===== src/rtl/irq_bank_pkg.sv =====
// Package: register offsets and select vector shared by the bank.
// Assumes word addressing; offsets fit in three bits.
package irq_bank_pkg;

    typedef enum logic [2:0] {
        OFS_MODE   = 3'd0,
        OFS_CAUSE  = 3'd1,
        OFS_MCAUSE = 3'd2,
        OFS_SET    = 3'd3,
        OFS_MASK   = 3'd4,
        OFS_MSET   = 3'd5,
        OFS_MCLR   = 3'd6
    } reg_ofs_e;

    // One strobe per register; at most one set at a time.
    typedef struct packed {
        logic mode;
        logic cause;
        logic mcause;
        logic set;
        logic mask;
        logic mset;
        logic mclr;
    } reg_sel_t;

    localparam reg_sel_t SEL_NONE = '0;

endpackage


===== src/rtl/irq_bank_decode.sv =====
// Module: irq_bank_decode
// Turns a word offset plus strobe into a one-hot register select.
// Assumes ADDR_W >= 3; offsets above 6 select nothing.
module irq_bank_decode
    import irq_bank_pkg::*;
#(
    parameter int ADDR_W = 3
) (
    input  logic [ADDR_W-1:0] addr,
    input  logic              strobe,
    output reg_sel_t          sel
);

    // Compare address to each offset, gated by the strobe.
    always_comb begin
        sel = SEL_NONE;
        if (strobe) begin
            sel.mode   = (addr == ADDR_W'(OFS_MODE));
            sel.cause  = (addr == ADDR_W'(OFS_CAUSE));
            sel.mcause = (addr == ADDR_W'(OFS_MCAUSE));
            sel.set    = (addr == ADDR_W'(OFS_SET));
            sel.mask   = (addr == ADDR_W'(OFS_MASK));
            sel.mset   = (addr == ADDR_W'(OFS_MSET));
            sel.mclr   = (addr == ADDR_W'(OFS_MCLR));
        end
    end

endmodule


===== src/rtl/irq_cause_cell.sv =====
// Module: irq_cause_cell
// One cause bit. It is set by an event or by software, and cleared by
// a clear request whose kind the mode bit picks. A set beats a clear.
// Assumes a synchronous active-low reset.
module irq_cause_cell (
    input  logic clk,
    input  logic rst_n,
    input  logic mode,      // 0: write-one clear, 1: clear when read
    input  logic evt,
    input  logic sw_set,
    input  logic w1c_hit,
    input  logic cor_hit,
    output logic q,
    output logic d
);

    logic clr;

    // Choose the clear source that the mode bit enables.
    always_comb begin
        clr = mode ? (cor_hit & q) : w1c_hit;
        d   = (q & ~clr) | evt | sw_set;
    end

    // Hold the cause bit.
    always_ff @(posedge clk) begin
        if (!rst_n) q <= 1'b0;
        else        q <= d;
    end

endmodule


===== src/rtl/irq_bank_ctl.sv =====
// Module: irq_bank_ctl
// Holds the per-bit clear mode and the mask. The mask has a direct write
// and write-one set/clear aliases. Only one register is written per cycle.
module irq_bank_ctl
    import irq_bank_pkg::*;
#(
    parameter int NUM_SRC = 32
) (
    input  logic               clk,
    input  logic               rst_n,
    input  reg_sel_t           wr_sel,
    input  logic [NUM_SRC-1:0] wdata,
    output logic [NUM_SRC-1:0] mode_q,
    output logic [NUM_SRC-1:0] mask_q,
    output logic [NUM_SRC-1:0] mask_d
);

    // Next mask value from the direct write or the aliases.
    always_comb begin
        mask_d = mask_q;
        if (wr_sel.mask)      mask_d = wdata;
        else if (wr_sel.mset) mask_d = mask_q | wdata;
        else if (wr_sel.mclr) mask_d = mask_q & ~wdata;
    end

    // Mask register; resets with every source masked.
    always_ff @(posedge clk) begin
        if (!rst_n) mask_q <= '1;
        else        mask_q <= mask_d;
    end

    // Mode register; resets to write-one clear everywhere.
    always_ff @(posedge clk) begin
        if (!rst_n)           mode_q <= '0;
        else if (wr_sel.mode) mode_q <= wdata;
    end

endmodule


===== src/rtl/irq_bank_rdmux.sv =====
// Module: irq_bank_rdmux
// Registered read port. The alias registers and unused offsets read zero.
// Read data holds its value between reads.
module irq_bank_rdmux
    import irq_bank_pkg::*;
#(
    parameter int NUM_SRC = 32
) (
    input  logic               clk,
    input  logic               rst_n,
    input  logic               rd_en,
    input  reg_sel_t           rd_sel,
    input  logic [NUM_SRC-1:0] mode_q,
    input  logic [NUM_SRC-1:0] cause_q,
    input  logic [NUM_SRC-1:0] mask_q,
    output logic [NUM_SRC-1:0] rd_data
);

    logic [NUM_SRC-1:0] rd_next;

    // Pick the value of the selected register.
    always_comb begin
        rd_next = '0;
        if (rd_sel.mode)   rd_next = mode_q;
        if (rd_sel.cause)  rd_next = cause_q;
        if (rd_sel.mcause) rd_next = cause_q & ~mask_q;
        if (rd_sel.mask)   rd_next = mask_q;
    end

    // Capture the read data on a read strobe.
    always_ff @(posedge clk) begin
        if (!rst_n)     rd_data <= '0;
        else if (rd_en) rd_data <= rd_next;
    end

endmodule


===== src/rtl/irq_cause_bank.sv =====
// Module: irq_cause_bank (top)
// Interrupt cause/mask bank. It latches event pulses per source, clears
// each bit by its own mode, and drives a registered interrupt from the
// unmasked causes. Assumes one access strobe per cycle and sync reset.
module irq_cause_bank
    import irq_bank_pkg::*;
#(
    parameter int NUM_SRC = 32,
    parameter int ADDR_W  = 3
) (
    input  logic               clk,
    input  logic               rst_n,
    input  logic [NUM_SRC-1:0] evt_i,
    input  logic [ADDR_W-1:0]  addr_i,
    input  logic [NUM_SRC-1:0] wr_data_i,
    input  logic               wr_en_i,
    input  logic               rd_en_i,
    output logic [NUM_SRC-1:0] rd_data_o,
    output logic               irq_o
);

    reg_sel_t           wr_sel;
    reg_sel_t           rd_sel;
    logic [NUM_SRC-1:0] mode_q;
    logic [NUM_SRC-1:0] mask_q;
    logic [NUM_SRC-1:0] mask_d;
    logic [NUM_SRC-1:0] cause_q;
    logic [NUM_SRC-1:0] cause_d;
    logic [NUM_SRC-1:0] w1c_vec;
    logic [NUM_SRC-1:0] cor_vec;
    logic [NUM_SRC-1:0] set_vec;
    logic               irq_q;

    irq_bank_decode #(.ADDR_W(ADDR_W)) u_wdec (
        .addr(addr_i), .strobe(wr_en_i), .sel(wr_sel)
    );

    irq_bank_decode #(.ADDR_W(ADDR_W)) u_rdec (
        .addr(addr_i), .strobe(rd_en_i), .sel(rd_sel)
    );

    irq_bank_ctl #(.NUM_SRC(NUM_SRC)) u_ctl (
        .clk(clk), .rst_n(rst_n), .wr_sel(wr_sel), .wdata(wr_data_i),
        .mode_q(mode_q), .mask_q(mask_q), .mask_d(mask_d)
    );

    // Per-bit clear and set requests from the access port.
    always_comb begin
        w1c_vec = (wr_sel.cause | wr_sel.mcause) ? wr_data_i : '0;
        cor_vec = rd_sel.cause  ? '1 :
                  rd_sel.mcause ? ~mask_q : '0;
        set_vec = wr_sel.set ? wr_data_i : '0;
    end

    for (genvar i = 0; i < NUM_SRC; i++) begin : g_cell
        irq_cause_cell u_cell (
            .clk(clk), .rst_n(rst_n), .mode(mode_q[i]), .evt(evt_i[i]),
            .sw_set(set_vec[i]), .w1c_hit(w1c_vec[i]), .cor_hit(cor_vec[i]),
            .q(cause_q[i]), .d(cause_d[i])
        );
    end

    irq_bank_rdmux #(.NUM_SRC(NUM_SRC)) u_rd (
        .clk(clk), .rst_n(rst_n), .rd_en(rd_en_i), .rd_sel(rd_sel),
        .mode_q(mode_q), .cause_q(cause_q), .mask_q(mask_q),
        .rd_data(rd_data_o)
    );

    // Interrupt flop, loaded from next-state values so it tracks the state.
    always_ff @(posedge clk) begin
        if (!rst_n) irq_q <= 1'b0;
        else        irq_q <= |(cause_d & ~mask_d);
    end

    assign irq_o = irq_q;

endmodule


===== config.mk =====
export PLATFORM = sky130hd
export DESIGN_NAME = irq_cause_bank
export DESIGN_NICKNAME = d
export VERILOG_FILES = /design/src/rtl/irq_bank_pkg.sv /design/src/rtl/irq_bank_decode.sv /design/src/rtl/irq_cause_cell.sv /design/src/rtl/irq_bank_ctl.sv /design/src/rtl/irq_bank_rdmux.sv /design/src/rtl/irq_cause_bank.sv
export SDC_FILE = /design/constraint.sdc
export NUM_CORES = 1
export LEC_CHECK = 0
export CAP_MARGIN = 15
export CORE_MARGIN = 8
export CORE_UTILIZATION = 57
export DETAILED_ROUTE_END_ITERATION = 6
export DONT_BUFFER_PORTS = 1
export PLACE_DENSITY = 0.76
export SYNTH_ARGS = -nofsm -noshare
export SYNTH_HDL_FRONTEND = slang
export SYNTH_SLANG_ARGS = --single-unit

===== constraint.sdc =====
create_clock -name clk -period 6.5 [get_ports clk]
set_clock_uncertainty 0.1 [all_clocks]
set_input_delay 1.3 -clock clk [delete_from_list [all_inputs] [get_ports clk]]
set_output_delay 1.3 -clock clk [all_outputs]
set_load 0.03 [all_outputs]

==> metrics.md <==
| Metric | Value |
|---|---|
| Status | finished, violations left |
| Failing checks | design-rule violations |
| Top cell family by delay on the critical path | compound AO/OA/AOI/OAI gates |
| EDFF count, synth | 0 |
| Flops & latches, synth | 129 |
| WL/cell | approximately 26 um |
| Critical R2R Launch | u_ctl.mode_q[25]$_SDFFE_PN0P_ |
| Diode count | 0 |
| Routed vias/inst | 7.384 |
| Final hold slack | 0.4033 ns |
| Critical path's largest stage delay | 0.50 ns |
| CTS sink cnt | 129 |
| Maximum vdd drop | 222.4 uV |
| Filler cells | just under 900 |
| Final setup viols | 0 |
| Period Utilization, post-route | between 50 and 60% |
| 1st-iter DRT viols | 1002 |
| Post-synth top area share | between 40% and 50% |
| Die W | 122.0 um |
| Final nets | approximately 750 |
| Crit path DAT | 3.94 ns |
| GRT Util Overall | between 20 and 30% |
| Crit path buf inv count | 2 |
| Count of different cell masters after synthesis | 27 |
| Crit-path cells | nand2b_1 > buf_4 > nor2_2 > buf_4 > a221o_1 > a22oi_1 > nand4_1 > o41a_1 |
| CTS tree | built |
| Worst Tran Pin Value | between 0.9 and 1 ns |
| Pleak | around 2.2 nW |
| CTS Hold Bufs | 0 |
| Via count | slightly above 6000 |
| DRC Markers | 7 |
| Worst min path class | reg -> reg |
| Share of layout cells above drive strength 1 | under 10% |
| Ys async rst share | 0% |
| Rows | 38 |
| Hold EP | u_ctl.mode_q[20]$_SDFFE_PN0P_ |
| # IOs | 104 |
| Worst hold path startpoint | u_ctl.mode_q[20]$_SDFFE_PN0P_ |
| Seq/Total Area, Yosys | a little over 40% |
| Final hold vios | 0 |
| H-tree Lvls | 4 |
| Max cap viols | 0 |
| First-pass GRT wire length | around 33000 um |
| Syn Inst Count | slightly above 700 |
| CP Max Fanout | 21 |
| Remaining global-route overflow | 0 |
| WHS Path Cells | 2 |
| Synth area leader | dfxtp_1 |
| Resized cells post-CTS | 0 |
| Top-count cell post-synth | nand2_1 |
| FF-to-FF End | irq_o$_SDFF_PN0_ |
| Longest Clk Path Bufs | 2 |
| Skew-Pair Late Insertion Delay | 0.55 ns |
| Storage cell area | about 2600 um2 |
| Vias in the first global route | about 5900 |
| Setup bufs post-CTS | 0 |
| Commonest cells post-synth | 131 x nand2_1, 129 x dfxtp_1, 63 x a21boi_0, 63 x clkbuf_1, 63 x o211ai_1 |
| Clk root buf | clkbuf_8 |
| Multi-input logic area | around 3500 um2 |
| Area of the mapped netlist | ~6400 um2 |
| Syn nets | just under 800 |
| Mean Syn Cell Area | between 8 and 9 um2 |
| Routability Congestion | 0.8533 |
| Power Density | roughly 280 nW/um2 |
| Cts bufs inserted | 17 |
| Crit. Startpoint | addr_i[2] |
| Slowest stage cell on the critical path | nand2b_1 |
| Final Non-Filler Cells | between 800 and 900 |
| Initial core utilization | about three fifths |
| Worst path most repeated cell | buf_4 |
| RSZ-0062 raised after global routing | false |
| Initial antenna violation count | 0 |
| R2R Setup Slk | 4.29 ns |
| Worst Reg-to-Reg Cells | 5 |
| Setup total negative slack | 0 ns |
| Placed Cells | 799 |
| Final WL | between 20000 and 25000 um |
| Crit Path Class | in -> reg |
| PortBufs | 0 |
| Clock transition at path regs | 0.06 ns |
| Synth Flop Type | dfxtp_1 |
| Largest net degree at the start of global routing | between 100 and 150 |
| Fmax | around 280 MHz |
| WP depth | 8 |
| Die Span Y | approximately 120 um |
| Slew headroom | approximately 39% |
| DP HPWL | 12460 um |
| Core Region | between 10000 and 15000 um2 |
| Crit path time final | 3.617 ns |
| Crit end category | flip-flop |
| Die ar. | 14890 um2 |
| Initial DRT Pass Iterations | 7 |
| Yosys Warn Count | 0 |
| Required time of the critical path | 6.83 ns |
| DRT antenna net count | 0 |
| Largest cells by area after synthesis | dfxtp_1 40%, nand2_1 7.7%, a21boi_0 7.4% |
| Count of pins over their slew limit | 0 |
| Critical path launch point type | input port |
| Area growth, synth to finish | 8.830% |
sequential cells by signal, indices dropped and copies added (netlist names):
signal and flops:
irq_o 1, u_ctl.mode_q 32, g_cell.u_cell.q 32, u_rd.rd_data 32
u_ctl.mask_q 32
cell usage in the layout (no fill, tap or decap), drive strengths merged, types with 4 or more instances in the layout:
cell type | netlist | layout
nand2 | 131 | 131
nor3b | 32 | 32
a222oi | 32 | 32
a21boi | 63 | 63
inv | 32 | 32
a22oi | 16 | 16
nand4 | 4 | 4
o41a | 33 | 33
o211ai | 63 | 63
clkinv | 1 | 4
buf | 9 | 11
a221o | 32 | 32
a32oi | 32 | 32
and2 | 35 | 35
clkbuf | 64 | 23
dfxtp | 129 | 129
per-stage QoR:
| stage | cell area, um2 | power (W) | util [%] | setup WS [ns] |
|---|---|---|---|---|
| 5_1_grt | 6970 | 0.002020 | 64.02 | 2.813 |
| 6_report | 6970 | 0.001960 | 64.02 | 2.883 |
| 3_3_place_gp | 6421 | 0.001055 | 58.97 | 2.473 |
| 4_1_cts | 6970 | 0.001959 | 64.02 | 2.958 |
| 3_5_place_dp | 6421 | 0.001061 | 58.97 | 2.417 |
| 2_1_floorplan | 6405 | 0.001026 | - | 3.259 |
per-layer routing:
metal,up-vias,GRT usage (%),share of wire [%]
li1,2690,-,-
met1,2928,34.20,36
met2,427,43.59,46
met3,69,10.46,14
met4,0,12.49,3.6
met5,-,0,0
power breakdown:
group          switching (W)  internal [W]  total (W)
Clock               0.000341      0.000567   0.000909
Sequential         0.0000432      0.000829   0.000872
Combinational       0.000100     0.0000789   0.000179
final cells by class:
| class | count | share of cell area [%] |
|---|---|---|
| repair buffers | 11 | 1.185 |
| clock buffers | 23 | 6.695 |
| clock inverters | 6 | 1.185 |
| multi-input cells | 486 | 49.60 |
| flip-flops and latches | 129 | 37.05 |
| inverters | 33 | 1.777 |
| well taps | 140 | 2.513 |
logic make-up (layout without fill, tap and decap cells):
family,count (synthesis),in the layout,share of synthesized area (%)
flops,129,129,40.32
xor+xnor,1,1,0.1368
compound gates,272,272,36.90
buf+inv,106,73,6.329
simple gates,213,213,16.31
worst max path at each step:
| stage | endpoint |
|---|---|
| finish | irq_o$_SDFF_PN0_ |
| global route | irq_o$_SDFF_PN0_ |
| CTS | irq_o$_SDFF_PN0_ |
| detailed placement | irq_o$_SDFF_PN0_ |
| global placement | irq_o$_SDFF_PN0_ |
| floorplan | irq_o$_SDFF_PN0_ |
worst min-delay path, delay by kind of cell (launching register included):
kind,cells,cell delay [ns]
flops,1,0.33
simple gates,1,0.06
compound gates,1,0.06
Note: power is estimated with default switching activity, not from simulation.
